### src/rtl/phase_set_pkg.sv
package phase_set_pkg;
    // Counter reach in whole VCO periods
    localparam int unsigned MAX_DLY = 256;
    localparam int unsigned DLY_W   = $clog2(MAX_DLY + 1);
    localparam int unsigned STEP_W  = 5;
    // Largest total in eighths of a VCO period
    localparam int unsigned MAX_TOT = MAX_DLY * 8 + 7;

    typedef enum logic [2:0] {
        S_IDLE,
        S_CHECK,
        S_MUL,
        S_DIV,
        S_FIN,
        S_DONE
    } calc_state_t;
endpackage

### src/rtl/phase_set_prep.sv
// Normalises both phases to fixed-point degrees, subtracts the feedback
// phase, range-checks and wraps negatives. FRAC must be at least 3.
module phase_set_prep #(
    parameter int PW   = 16,
    parameter int FRAC = 4,
    parameter int DW   = 10,
    localparam int IW   = PW + FRAC + 4,
    localparam int FULL = 360 << FRAC,
    localparam int AW   = $clog2(FULL + 1)
) (
    input  logic          unit_sel,
    input  logic [PW-1:0] out_phase,
    input  logic [PW-1:0] fb_phase,
    input  logic [DW-1:0] divide,
    output logic [AW-1:0] mag,
    output logic          range_err
);
    logic signed [IW-1:0] o_ext, f_ext, o_q, f_q;
    logic signed [IW:0]   net, hi_lim, lo_lim;

    always_comb begin
        o_ext  = {{(IW-PW){out_phase[PW-1]}}, out_phase};
        f_ext  = {{(IW-PW){fb_phase[PW-1]}},  fb_phase};
        if (unit_sel) begin
            o_q = o_ext;
            f_q = f_ext;
        end else begin
            o_q = (o_ext * $signed(IW'(45))) <<< (FRAC - 3);
            f_q = (f_ext * $signed(IW'(45))) <<< (FRAC - 3);
        end
        net       = $signed({o_q[IW-1], o_q}) - $signed({f_q[IW-1], f_q});
        hi_lim    = $signed((IW+1)'(FULL));
        lo_lim    = -hi_lim;
        range_err = (net > hi_lim) || (net < lo_lim) || (divide == '0);
        if (net[IW])
            mag = net[AW-1:0] + AW'(FULL);
        else
            mag = net[AW-1:0];
    end
endmodule

### src/rtl/phase_set_mul.sv
// Shift-add multiplier: one partial product per step.
module phase_set_mul #(
    parameter int AW = 13,
    parameter int DW = 10,
    localparam int PW = AW + DW
) (
    input  logic          clk,
    input  logic          rst_n,
    input  logic          load,
    input  logic          step,
    input  logic [AW-1:0] a,
    input  logic [DW-1:0] b,
    output logic [PW-1:0] prod
);
    logic [PW-1:0] mcand;
    logic [DW-1:0] mplier;

    always_ff @(posedge clk) begin
        if (!rst_n) begin
            prod   <= '0;
            mcand  <= '0;
            mplier <= '0;
        end else if (load) begin
            prod   <= '0;
            mcand  <= PW'(a);
            mplier <= b;
        end else if (step) begin
            if (mplier[0])
                prod <= prod + mcand;
            mcand  <= mcand << 1;
            mplier <= mplier >> 1;
        end
    end
endmodule

### src/rtl/phase_set_div.sv
// Restoring divider by a fixed denominator: one quotient bit per step.
module phase_set_div #(
    parameter int NW  = 27,
    parameter int DEN = 5760,
    localparam int DVW = $clog2(DEN + 1)
) (
    input  logic          clk,
    input  logic          rst_n,
    input  logic          load,
    input  logic          step,
    input  logic [NW-1:0] dividend,
    output logic [NW-1:0] quo
);
    logic [DVW-1:0] rem;
    logic [DVW:0]   sh;
    logic           ge;

    always_comb begin
        sh = {rem, quo[NW-1]};
        ge = (sh >= (DVW+1)'(DEN));
    end

    always_ff @(posedge clk) begin
        if (!rst_n) begin
            rem <= '0;
            quo <= '0;
        end else if (load) begin
            rem <= '0;
            quo <= dividend;
        end else if (step) begin
            rem <= ge ? DVW'(sh - (DVW+1)'(DEN)) : sh[DVW-1:0];
            quo <= {quo[NW-2:0], ge};
        end
    end


    rem_bound_chk: assert property (@(posedge clk) disable iff (!rst_n)
        rem < DVW'(DEN));
endmodule

### src/rtl/phase_set_calc.sv
module phase_set_calc
    import phase_set_pkg::*;
#(
    parameter int PW   = 16,
    parameter int FRAC = 4,
    parameter int DW   = 10
) (
    input  logic              clk,
    input  logic              rst_n,
    input  logic              start,
    input  logic              unit_sel,
    input  logic [PW-1:0]     out_phase,
    input  logic [PW-1:0]     fb_phase,
    input  logic [DW-1:0]     divide,
    output logic              busy,
    output logic              done,
    output logic              err,
    output logic [STEP_W-1:0] pi_step,
    output logic [DLY_W-1:0]  delay
);
    localparam int FULL = 360 << FRAC;
    localparam int HALF = FULL / 2;
    localparam int AW   = $clog2(FULL + 1);
    localparam int MW   = AW + DW;
    localparam int PRW  = AW + DW + 4;
    localparam int CW   = $clog2(PRW + 1);

    calc_state_t     state, nxt;
    logic [CW-1:0]   cnt;
    logic            lat_unit;
    logic [PW-1:0]   lat_out, lat_fb;
    logic [DW-1:0]   lat_div;
    logic [AW-1:0]   mag;
    logic            prep_err;
    logic [MW-1:0]   prod;
    logic [PRW-1:0]  dividend, total;
    logic            mul_load, mul_step, div_load, div_step, too_far;

    phase_set_prep #(.PW(PW), .FRAC(FRAC), .DW(DW)) u_prep (
        .unit_sel (lat_unit),
        .out_phase(lat_out),
        .fb_phase (lat_fb),
        .divide   (lat_div),
        .mag      (mag),
        .range_err(prep_err)
    );

    assign mul_load = (state == S_CHECK);
    assign mul_step = (state == S_MUL) && (cnt < CW'(DW));
    assign div_load = (state == S_MUL) && (cnt == CW'(DW));
    assign div_step = (state == S_DIV);
    assign dividend = PRW'({prod, 3'b000}) + PRW'(HALF);
    assign too_far  = (total > PRW'(MAX_TOT));

    phase_set_mul #(.AW(AW), .DW(DW)) u_mul (
        .clk  (clk),
        .rst_n(rst_n),
        .load (mul_load),
        .step (mul_step),
        .a    (mag),
        .b    (lat_div),
        .prod (prod)
    );

    phase_set_div #(.NW(PRW), .DEN(FULL)) u_div (
        .clk     (clk),
        .rst_n   (rst_n),
        .load    (div_load),
        .step    (div_step),
        .dividend(dividend),
        .quo     (total)
    );

    // State register
    always_ff @(posedge clk) begin
        if (!rst_n)
            state <= S_IDLE;
        else
            state <= nxt;
    end

    // Transitions
    always_comb begin
        nxt = state;
        unique case (state)
            S_IDLE:  if (start) nxt = S_CHECK;
            S_CHECK: nxt = prep_err ? S_DONE : S_MUL;
            S_MUL:   if (cnt == CW'(DW)) nxt = S_DIV;
            S_DIV:   if (cnt == CW'(PRW - 1)) nxt = S_FIN;
            S_FIN:   nxt = S_DONE;
            S_DONE:  nxt = S_IDLE;
            default: nxt = S_IDLE;
        endcase
    end

    // Request latch, step counter and result registers
    always_ff @(posedge clk) begin
        if (!rst_n) begin
            lat_unit <= 1'b0;
            lat_out  <= '0;
            lat_fb   <= '0;
            lat_div  <= '0;
            cnt      <= '0;
            err      <= 1'b0;
            pi_step  <= '0;
            delay    <= '0;
        end else begin
            unique case (state)
                S_IDLE: begin
                    if (start) begin
                        lat_unit <= unit_sel;
                        lat_out  <= out_phase;
                        lat_fb   <= fb_phase;
                        lat_div  <= divide;
                    end
                end
                S_CHECK: begin
                    cnt <= '0;
                    if (prep_err) begin
                        err     <= 1'b1;
                        pi_step <= '0;
                        delay   <= '0;
                    end
                end
                S_MUL: cnt <= (cnt == CW'(DW)) ? '0 : cnt + 1'b1;
                S_DIV: cnt <= cnt + 1'b1;
                S_FIN: begin
                    err <= too_far;
                    if (too_far) begin
                        pi_step <= '0;
                        delay   <= '0;
                    end else begin
                        pi_step <= {total[2:0], 2'b00};
                        delay   <= total[3 +: DLY_W];
                    end
                end
                S_DONE: ;
                default: ;
            endcase
        end
    end

    assign busy = (state != S_IDLE);
    assign done = (state == S_DONE);


    done_pulse_chk: assert property (@(posedge clk) disable iff (!rst_n)
        done |=> !done);

    hold_chk: assert property (@(posedge clk) disable iff (!rst_n)
        (!$stable(pi_step) || !$stable(delay) || !$stable(err)) |-> done);

    busy_start_chk: assert property (@(posedge clk) disable iff (!rst_n)
        (busy && !done) |=> busy);

    step_legal_chk: assert property (@(posedge clk) disable iff (!rst_n)
        pi_step[1:0] == 2'b00);

    err_zero_chk: assert property (@(posedge clk) disable iff (!rst_n)
        err |-> (pi_step == '0 && delay == '0));

    delay_max_chk: assert property (@(posedge clk) disable iff (!rst_n)
        delay <= DLY_W'(MAX_DLY));
endmodule

### config.mk
export PLATFORM = sky130hd
export DESIGN_NAME = phase_set_calc
export DESIGN_NICKNAME = d
export VERILOG_FILES = /design/src/rtl/phase_set_pkg.sv /design/src/rtl/phase_set_prep.sv /design/src/rtl/phase_set_mul.sv /design/src/rtl/phase_set_div.sv /design/src/rtl/phase_set_calc.sv
export SDC_FILE = /design/constraint.sdc
export NUM_CORES = 1
export LEC_CHECK = 0
export BUFFER_PORTS_ARGS = -buffer_cell sky130_fd_sc_hd__buf_2
export CORE_UTILIZATION = 60
export DETAILED_ROUTE_END_ITERATION = 12
export PLACE_DENSITY_LB_ADDON = 0.15
export SYNTH_ARGS = -nofsm -noshare
export SYNTH_HDL_FRONTEND = slang
export SYNTH_SLANG_ARGS = --single-unit
### constraint.sdc
create_clock -name clk -period 11.7 [get_ports clk]
set_input_delay 0.585 -clock clk [delete_from_list [all_inputs] [get_ports clk]]
set_output_delay 0.585 -clock clk [all_outputs]
set_load 0.02 [all_outputs]
# Word level (Yosys, flattened, before mapping)
# Index checks and enable logic that the tools add are counted.
[classes] n_eq_ne=11 muxes=25 order_cmp=5 n_reduce_logical=17 multipliers=2 n_bitwise=1 add_sub_neg=6
[op_table] op="2-to-1 mux 27 bit" n=2
[op_table] op="2-to-1 mux 13 bit" n=4
[op_table] op="2-to-1 mux 24 bit" n=2
[op_table] op="multiplier 16 x 7 -> 23 bit, second input constant" n=2
[op_table] op="adder 26 x 12 -> 27 bit, second input constant" n=1
[op_table] op="> comparator 27 x 12 -> 1 bit, second input constant" n=1
[op_table] op="> comparator 25 x 14 -> 1 bit, second input constant" n=1
[op_table] op="less-than comparator 25 x 14 -> 1 bit, second input constant" n=1
[op_table] op="subtractor 24 x 24 -> 25 bit" n=1
[op_table] op="adder 23 bit" n=1
[op_table] op="2-to-1 mux 10 bit" n=2
[op_table] op="2-to-1 mux 9 bit" n=2
[op_table] op="case mux 9 bit (2 select lines)" n=1
[op_table] op="2-to-1 mux 5 bit" n=3
[op_table] op="case mux 3 bit (5 select lines)" n=1
[op_table] op="case mux 5 bit (3 select lines)" n=1
[op_table] op=">= comparator 14 x 13 -> 1 bit, second input constant" n=1
[op_table] op="adder 13 bit, second input constant" n=1
[op_table] op="subtractor 13 bit, second input constant" n=1
[op_table] op="2-to-1 mux 3 bit" n=4
[op_table] op="zero test 10 bit" n=1
[op_table] op="case mux 5 bit (2 select lines)" n=1
[op_table] op="== test 3 x 2 -> 1 bit, second input constant" n=2
[op_table] op="== test 3 bit, second input constant" n=2
[op_table] op="18 further kinds" n=28
[word_totals] out_inout_bits=17 regBits=162 word_cells=82

# Longest topological paths before layout
[depth] depth_word=8 mapped_depth=28 depth_no_buf=27

# Hierarchy
# Synthesis repeated with hierarchy kept, for this count alone.
[hier_totals] cells_unflattened=1752 area_unflattened_um2=14363.8
[by_module_without_submodules] mod="phase_set_prep" area_each_um2=6152.2 instances=1 seq_area_each_um2=0.0 cells_per_inst=779
[by_module_without_submodules] mod="phase_set_mul" area_each_um2=3362.0 instances=1 seq_area_each_um2=1121.1 cells_per_inst=412
[by_module_without_submodules] mod="phase_set_calc" area_each_um2=2926.6 instances=1 seq_area_each_um2=1281.2 cells_per_inst=340
[by_module_without_submodules] mod="phase_set_div" area_each_um2=1923.1 instances=1 seq_area_each_um2=800.8 cells_per_inst=221

# Worst setup path before layout
# No wires, ideal clock.
[synth_path] path_kind="flip-flop to flip-flop" startpoint="register lat_out[5]" endpoint="register err" setup_slack_ns=5.043 t_arrival_ns=6.536 stages_incl_launch_ff=27 required_time_ns=11.578 synth_period_minus_slack_ns=6.657 cell_sequence="dfxtp_1 ha_1 ha_1 fa_1 inv_1 fa_1 inv_1 ha_1 and3_1 a221o_1 a2111o_1 a31oi_1 nor2b_1 nor2_1 xor2_1 o21ai_0 ha_1 a21o_1 a22oi_1 a21oi_1 o21a_1 a311oi_4 o21ai_4 or4b_4 nor4_4 nor3_1 o311a_1"
[synth_via] elab_chain_cells=8 word_cells_on_any_way=9 classes_between="add/sub (1); mul (1); order compare (2); eq/ne (1); mux (1); reduce/logical (3)"
[synth_rtl] element="from (decl)" line="phase_set_calc.sv:31" text="logic [PW-1:0] lat_out, lat_fb;"
[synth_rtl] element="from (signal assigned)" line="phase_set_calc.sv:112" text="lat_out <= out_phase;"
[synth_rtl] element="multiplier 16 x 7 -> 23 bit" line="phase_set_prep.sv:28" text="o_q = (o_ext * $signed(IW'(45))) <<< (FRAC - 3);"
[synth_rtl] element="2-to-1 mux 24 bit (*)" line="phase_set_prep.sv:24" text="if (unit_sel) begin"
[synth_rtl] element="subtractor 24 x 24 -> 25 bit (*)" line="phase_set_prep.sv:31" text="net = $signed({o_q[IW-1], o_q}) - $signed({f_q[IW-1], f_q});"
[synth_rtl] element="> comparator 25 x 14 -> 1 bit or less-than comparator 25 x 14 -> 1 bit (tied branches)" line="phase_set_prep.sv:34" text="range_err = (net > hi_lim) || (net < lo_lim) || (divide == '0);"
[synth_rtl] element="logical OR 1 bit (*) (2 in a row)" line="phase_set_prep.sv:34"
[synth_rtl] element="!= test 2 bit (no source line) (*)"
[synth_rtl] element="AND reduction 2 bit (no source line) (*)"
[synth_rtl] element="to (signal assigned)" line="phase_set_calc.sv:128" text="err <= too_far;"
[synth_rtl] element="to (decl)" line="phase_set_calc.sv:17" text="output logic err,"
# Mark *: on every way between the ends. The rest lies on a longest branch, timed or not.
# A chain may end at the register's enable or synchronous reset.

# Final worst setup path
[layout_path] startpoint="register lat_fb[5]" endpoint="register delay[7]"
[layout_via] elab_chain_cells=8 word_cells_on_any_way=9 classes_between="add/sub (1); mul (1); order compare (2); eq/ne (1); mux (1); reduce/logical (3)"
[layout_rtl] element="from (decl)" line="phase_set_calc.sv:31"
[layout_rtl] element="from (signal assigned)" line="phase_set_calc.sv:113" text="lat_fb <= fb_phase;"
[layout_rtl] element="multiplier 16 x 7 -> 23 bit" line="phase_set_prep.sv:29" text="f_q = (f_ext * $signed(IW'(45))) <<< (FRAC - 3);"
[layout_rtl] element="2-to-1 mux 24 bit (*)" line="phase_set_prep.sv:24"
[layout_rtl] element="subtractor 24 x 24 -> 25 bit (*)" line="phase_set_prep.sv:31"
[layout_rtl] element="> comparator 25 x 14 -> 1 bit or less-than comparator 25 x 14 -> 1 bit (tied branches)" line="phase_set_prep.sv:34"
[layout_rtl] element="logical OR 1 bit (*) (2 in a row)" line="phase_set_prep.sv:34"
[layout_rtl] element="!= test 2 bit (no source line) (*)"
[layout_rtl] element="AND reduction 2 bit (no source line) (*)"
[layout_rtl] element="to (signal assigned)" line="phase_set_calc.sv:134" text="delay <= total[3 +: DLY_W];"
[layout_rtl] element="to (decl)" line="phase_set_calc.sv:19" text="output logic [DLY_W-1:0] delay"
# Marked as above.

==> PnR_summary.wiki <==
{| class="wikitable"
! Metric !! Value
|-
| EDFF count, synth || 0
|-
| Async set-or-reset flop fraction in the synthesized netlist || 0
|-
| R2R setup slack || 4450 ps
|-
| Terminus of the critical flop-to-flop path || delay[7]
|-
| Worst r2r path cells || 27
|-
| Worst supply voltage drop on vdd || 182 uV
|-
| Netlist Area Pre-Place || 0.0139 sq mm
|-
| Summed negative setup slack over all endpoints || 0 ps
|-
| Count of TritonRoute iterations in the first routing pass || 6
|-
| Crit-path max FO || 12
|-
| Slew Limit Headroom || 0.247
|-
| Avg WL per Cell || 14.8 um
|-
| Pins Over Slew Limit || 0
|-
| CTS Buf Count || 17
|-
| Post-synthesis to final-layout area growth || 6.98%
|-
| Pin count of the biggest net entering global routing || 77
|-
| Required time of the critical path || 12050 ps
|-
| R2R Path Start || lat_fb[5]
|-
| Run status || finished, final reports clean
|-
| Clock net sink count || 160
|-
| Number of warnings issued by yosys || 0
|-
| Number of placed I/O pins || 63
|-
| Cell count after synthesis || 1758
|-
| Root Buffer || sky130_fd_sc_hd__clkbuf_16
|-
| Kind of critical path || reg -> reg
|-
| Tightest Hold Check Type || in -> reg
|-
| Number of buffers added to fix hold violations after cts || 0
|-
| Number of standard-cell rows in the floorplan || 55
|-
| Chip height || 154 um
|-
| Wire length of the first global-routing pass || 52.3 mm
|-
| Sum of routed wire length over all layers || 30.7 mm
|-
| Final setup fails || 0
|-
| Net total in the final layout || 2037
|-
| Die outline width || 154 um
|-
| Fin Hold WS || 393 ps
|-
| Port Buf Inserts || 60
|-
| Fmax || 138 MHz
|-
| H-Tree Depth || 4
|-
| Number of antenna repair diodes || 0
|-
| Max cap viols || 0
|-
| Number of global-route vias before repair || 11300
|-
| Fin crit share || 0.620
|-
| Clk pin slew, worst setup/hold paths || 80 ps
|-
| Yosys reg bits || 160
|-
| CTS-repair resized insts || 0
|-
| Distinct cell type count of the synthesized netlist || 82
|-
| Element type at the critical path end || register
|-
| Critical Path Source || lat_fb[5]
|-
| Ratio of cells with drive above 1 in the final layout || 0.0805
|-
| Number of antenna violations at the first check in global routing || 0
|-
| Mean post-synth cell area || 7.92 sq um
|-
| Most used flip-flop cell after synthesis || sky130_fd_sc_hd__dfxtp_1
|-
| Number of DRC markers after the initial detailed-route iteration || 531
|-
| Die Outline Area || 0.0238 sq mm
|-
| Maximum clock insertion buffer count || 2
|-
| Final weighted congestion of routability-driven global placement || 0.883
|-
| Total global routing track utilization || 0.264
|-
| Detail Placement HPWL || 23.4 mm
|-
| Startpoint type of the worst setup path || register
|-
| Slew at the pin closest to its max-slew limit || 1130 ps
|-
| Worst setup skew after layout || 17.0 ps
|-
| Final hold violations || 0
|-
| Leakage power figure || 6.74 nW
|-
| CTS tree || done
|-
| Routed via count divided by cell count || 5.70
|-
| RSZ-0062 raised after global routing || false
|-
| Timing endpoint of the critical path || delay[7]
|-
| Remaining global-route overflow || 0
|-
| Initial core utilization || 0.613
|-
| Number of buffers inserted to repair setup after CTS || 0
|-
| Post-synthesis sequential area ratio || 0.230
|-
| Clk_lat worst skew || 430 ps
|-
| Routed Antenna Nets || 0
|-
| DRC violations left || 0
|-
| Via count || 11800
|-
| Area of the core || 0.0227 sq mm
|-
| Signal arrival time at the worst endpoint || 7610 ps
|-
| Clock period minus worst slack || 7250 ps
|-
| PwrDens || 210 mW/mm^2
|}
## metrics by stage
| stage | area, sq um | worst slack (ps) | util | total power, W | cells |
|---|---|---|---|---|---|
| 3_5_place_dp | 14300 | 4480 | 0.631 | 0.00257 | 2042 |
| 6_report | 14900 | 4450 | 0.656 | 0.00312 | 2074 |
| 4_1_cts | 14900 | 4450 | 0.656 | 0.00312 | 2074 |
| 2_1_floorplan | 13900 | 5040 | - | 0.00221 | 1759 |
| 5_1_grt | 14900 | 3930 | 0.656 | 0.00338 | 2074 |
| 3_3_place_gp | 14300 | 4630 | 0.631 | 0.00253 | 2042 |
## Yosys cell counts (7+ instances only)
cell type / n / area (sq um)
sky130_fd_sc_hd__a211oi_1: 29 / 218
sky130_fd_sc_hd__nand4_1: 12 / 75.1
sky130_fd_sc_hd__and3_1: 14 / 87.6
sky130_fd_sc_hd__o21ai_0: 81 / 405
sky130_fd_sc_hd__fa_1: 58 / 1160
sky130_fd_sc_hd__ha_1: 157 / 1960
sky130_fd_sc_hd__nand2b_1: 12 / 75.1
sky130_fd_sc_hd__o211ai_1: 10 / 75.1
sky130_fd_sc_hd__a21boi_0: 58 / 435
sky130_fd_sc_hd__o21ai_2: 11 / 96.3
sky130_fd_sc_hd__a22oi_1: 10 / 75.1
sky130_fd_sc_hd__nor3_1: 29 / 145
sky130_fd_sc_hd__and2_1: 17 / 106
sky130_fd_sc_hd__nor2b_1: 17 / 106
sky130_fd_sc_hd__mux2i_1: 10 / 100
sky130_fd_sc_hd__o211a_1: 8 / 80.1
sky130_fd_sc_hd__dfxtp_1: 160 / 3200
sky130_fd_sc_hd__inv_1: 168 / 631
sky130_fd_sc_hd__xor2_1: 39 / 342
sky130_fd_sc_hd__o31ai_1: 7 / 52.6
sky130_fd_sc_hd__a21o_1: 28 / 210
sky130_fd_sc_hd__or3_1: 10 / 62.6
sky130_fd_sc_hd__a21oi_1: 110 / 551
sky130_fd_sc_hd__nand2_1: 305 / 1140
sky130_fd_sc_hd__clkbuf_1: 57 / 214
sky130_fd_sc_hd__nand3_1: 49 / 245
sky130_fd_sc_hd__nor2_1: 102 / 383
sky130_fd_sc_hd__nor4_1: 7 / 43.8
sky130_fd_sc_hd__xnor2_1: 57 / 499
sky130_fd_sc_hd__o21a_1: 16 / 120
sky130_fd_sc_hd__or2_2: 7 / 43.8
## worst min path at each step
stage / start / endpoint / cells past startpoint / slack, ps
after global placement: u_div.rem[0] / u_div.rem[1] / 2 / 440
after floorplan: u_div.rem[0] / u_div.rem[1] / 2 / 430
after global routing: fb_phase[9] / lat_fb[9] / 3 / 390
after CTS: out_phase[9] / lat_out[9] / 3 / 380
final: out_phase[9] / lat_out[9] / 3 / 390
after detailed placement: u_div.rem[0] / u_div.rem[1] / 2 / 450
## placed cells by master (no fill, tap or decap), types with 5 or more instances in the layout
| cell | n |
|---|---|
| sky130_fd_sc_hd__nand2_1 | 305 |
| sky130_fd_sc_hd__inv_1 | 168 |
| sky130_fd_sc_hd__dfxtp_1 | 160 |
| sky130_fd_sc_hd__ha_1 | 157 |
| sky130_fd_sc_hd__a21oi_1 | 110 |
| sky130_fd_sc_hd__nor2_1 | 101 |
| sky130_fd_sc_hd__o21ai_0 | 81 |
| sky130_fd_sc_hd__buf_2 | 60 |
| sky130_fd_sc_hd__a21boi_0 | 58 |
| sky130_fd_sc_hd__fa_1 | 58 |
| sky130_fd_sc_hd__xnor2_1 | 57 |
| sky130_fd_sc_hd__nand3_1 | 49 |
| sky130_fd_sc_hd__xor2_1 | 39 |
| sky130_fd_sc_hd__nor3_1 | 29 |
| sky130_fd_sc_hd__a211oi_1 | 29 |
| sky130_fd_sc_hd__a21o_1 | 28 |
| sky130_fd_sc_hd__nor2b_1 | 17 |
| sky130_fd_sc_hd__and2_1 | 17 |
| sky130_fd_sc_hd__clkbuf_16 | 17 |
| sky130_fd_sc_hd__o21a_1 | 16 |
| sky130_fd_sc_hd__and3_1 | 14 |
| sky130_fd_sc_hd__nand2b_1 | 12 |
| sky130_fd_sc_hd__nand4_1 | 12 |
| sky130_fd_sc_hd__o21ai_2 | 11 |
| sky130_fd_sc_hd__mux2i_1 | 10 |
| sky130_fd_sc_hd__or3_1 | 10 |
| sky130_fd_sc_hd__o211ai_1 | 10 |
| sky130_fd_sc_hd__a22oi_1 | 10 |
| sky130_fd_sc_hd__buf_4 | 10 |
| sky130_fd_sc_hd__o211a_1 | 8 |
| sky130_fd_sc_hd__or2_2 | 7 |
| sky130_fd_sc_hd__o31ai_1 | 7 |
| sky130_fd_sc_hd__nor4_1 | 7 |
| sky130_fd_sc_hd__a31oi_1 | 6 |
| sky130_fd_sc_hd__o31a_1 | 5 |
| sky130_fd_sc_hd__a211o_1 | 5 |
| sky130_fd_sc_hd__or4_1 | 5 |
## metal layers
metal | global-route usage | vias up | share of wire
li1 | - | 6053 | -
met1 | 0.332 | 5568 | 0.47
met2 | 0.476 | 176 | 0.49
met3 | 0.0308 | 33 | 0.024
met4 | 0.0778 | 0 | 0.014
met5 | 0 | - | 0
## state kept, by name, summed over array words and instances (netlist names), 10 cells and up
signal	count
lat_div	10
lat_out	16
u_mul.mcand	23
u_mul.prod	23
u_div.rem	13
u_mul.mplier	10
u_div.quo	27
lat_fb	16
## kinds of logic (layout without fill, tap and decap cells)
| group | Yosys count | in the layout | synth area share |
|---|---|---|---|
| AOI/OAI and AO/OA | 427 | 427 | 0.209 |
| xor gates and xnor gates | 96 | 96 | 0.0604 |
| adders and majority gates | 215 | 215 | 0.225 |
| buffers and inverters | 240 | 270 | 0.0682 |
| DFF | 160 | 160 | 0.230 |
| muxes | 14 | 14 | 0.0107 |
| other | 1 | 2 | 0.000269 |
| and+or+nand+nor | 605 | 605 | 0.197 |
## final cells by class
class | count | area, sq um
Clock buffer | 17 | 425
Sequential cell | 160 | 3200
Tap cell | 285 | 357
Clock inverter | 15 | 128
Fill cell | 1946 | 7820
Multi-Input combinational cell | 1359 | 9770
Timing Repair Buffer | 70 | 375
Inverter | 168 | 631
## critical path, cell delays in order, from the launching register on
cell and delay [ps]:
sky130_fd_sc_hd__dfxtp_1 480, sky130_fd_sc_hd__ha_1 300, sky130_fd_sc_hd__ha_1 310, sky130_fd_sc_hd__fa_1 550, sky130_fd_sc_hd__inv_1 50, sky130_fd_sc_hd__fa_1 490
sky130_fd_sc_hd__inv_1 40, sky130_fd_sc_hd__ha_1 230, sky130_fd_sc_hd__a2111oi_0 540, sky130_fd_sc_hd__nor3_1 160, sky130_fd_sc_hd__nor3_1 360, sky130_fd_sc_hd__nor2_1 90
sky130_fd_sc_hd__a21o_1 180, sky130_fd_sc_hd__a21oi_1 170, sky130_fd_sc_hd__xor2_1 90, sky130_fd_sc_hd__o21a_1 180, sky130_fd_sc_hd__ha_1 350, sky130_fd_sc_hd__a21o_1 250
sky130_fd_sc_hd__a22oi_1 250, sky130_fd_sc_hd__a21oi_1 100, sky130_fd_sc_hd__o21a_1 210, sky130_fd_sc_hd__a311oi_4 390, sky130_fd_sc_hd__xor2_1 130, sky130_fd_sc_hd__or4b_4 540
sky130_fd_sc_hd__nor4_4 220, sky130_fd_sc_hd__o311ai_2 110, sky130_fd_sc_hd__buf_4 250, sky130_fd_sc_hd__o21ai_0 140
## report_power, final
group | internal [W] | switching, W
Combinational | 0.000791 | 0.00115
Sequential | 0.000586 | 0.0000555
Clock | 0.000279 | 0.000260
(Power assumes the default switching activity.)
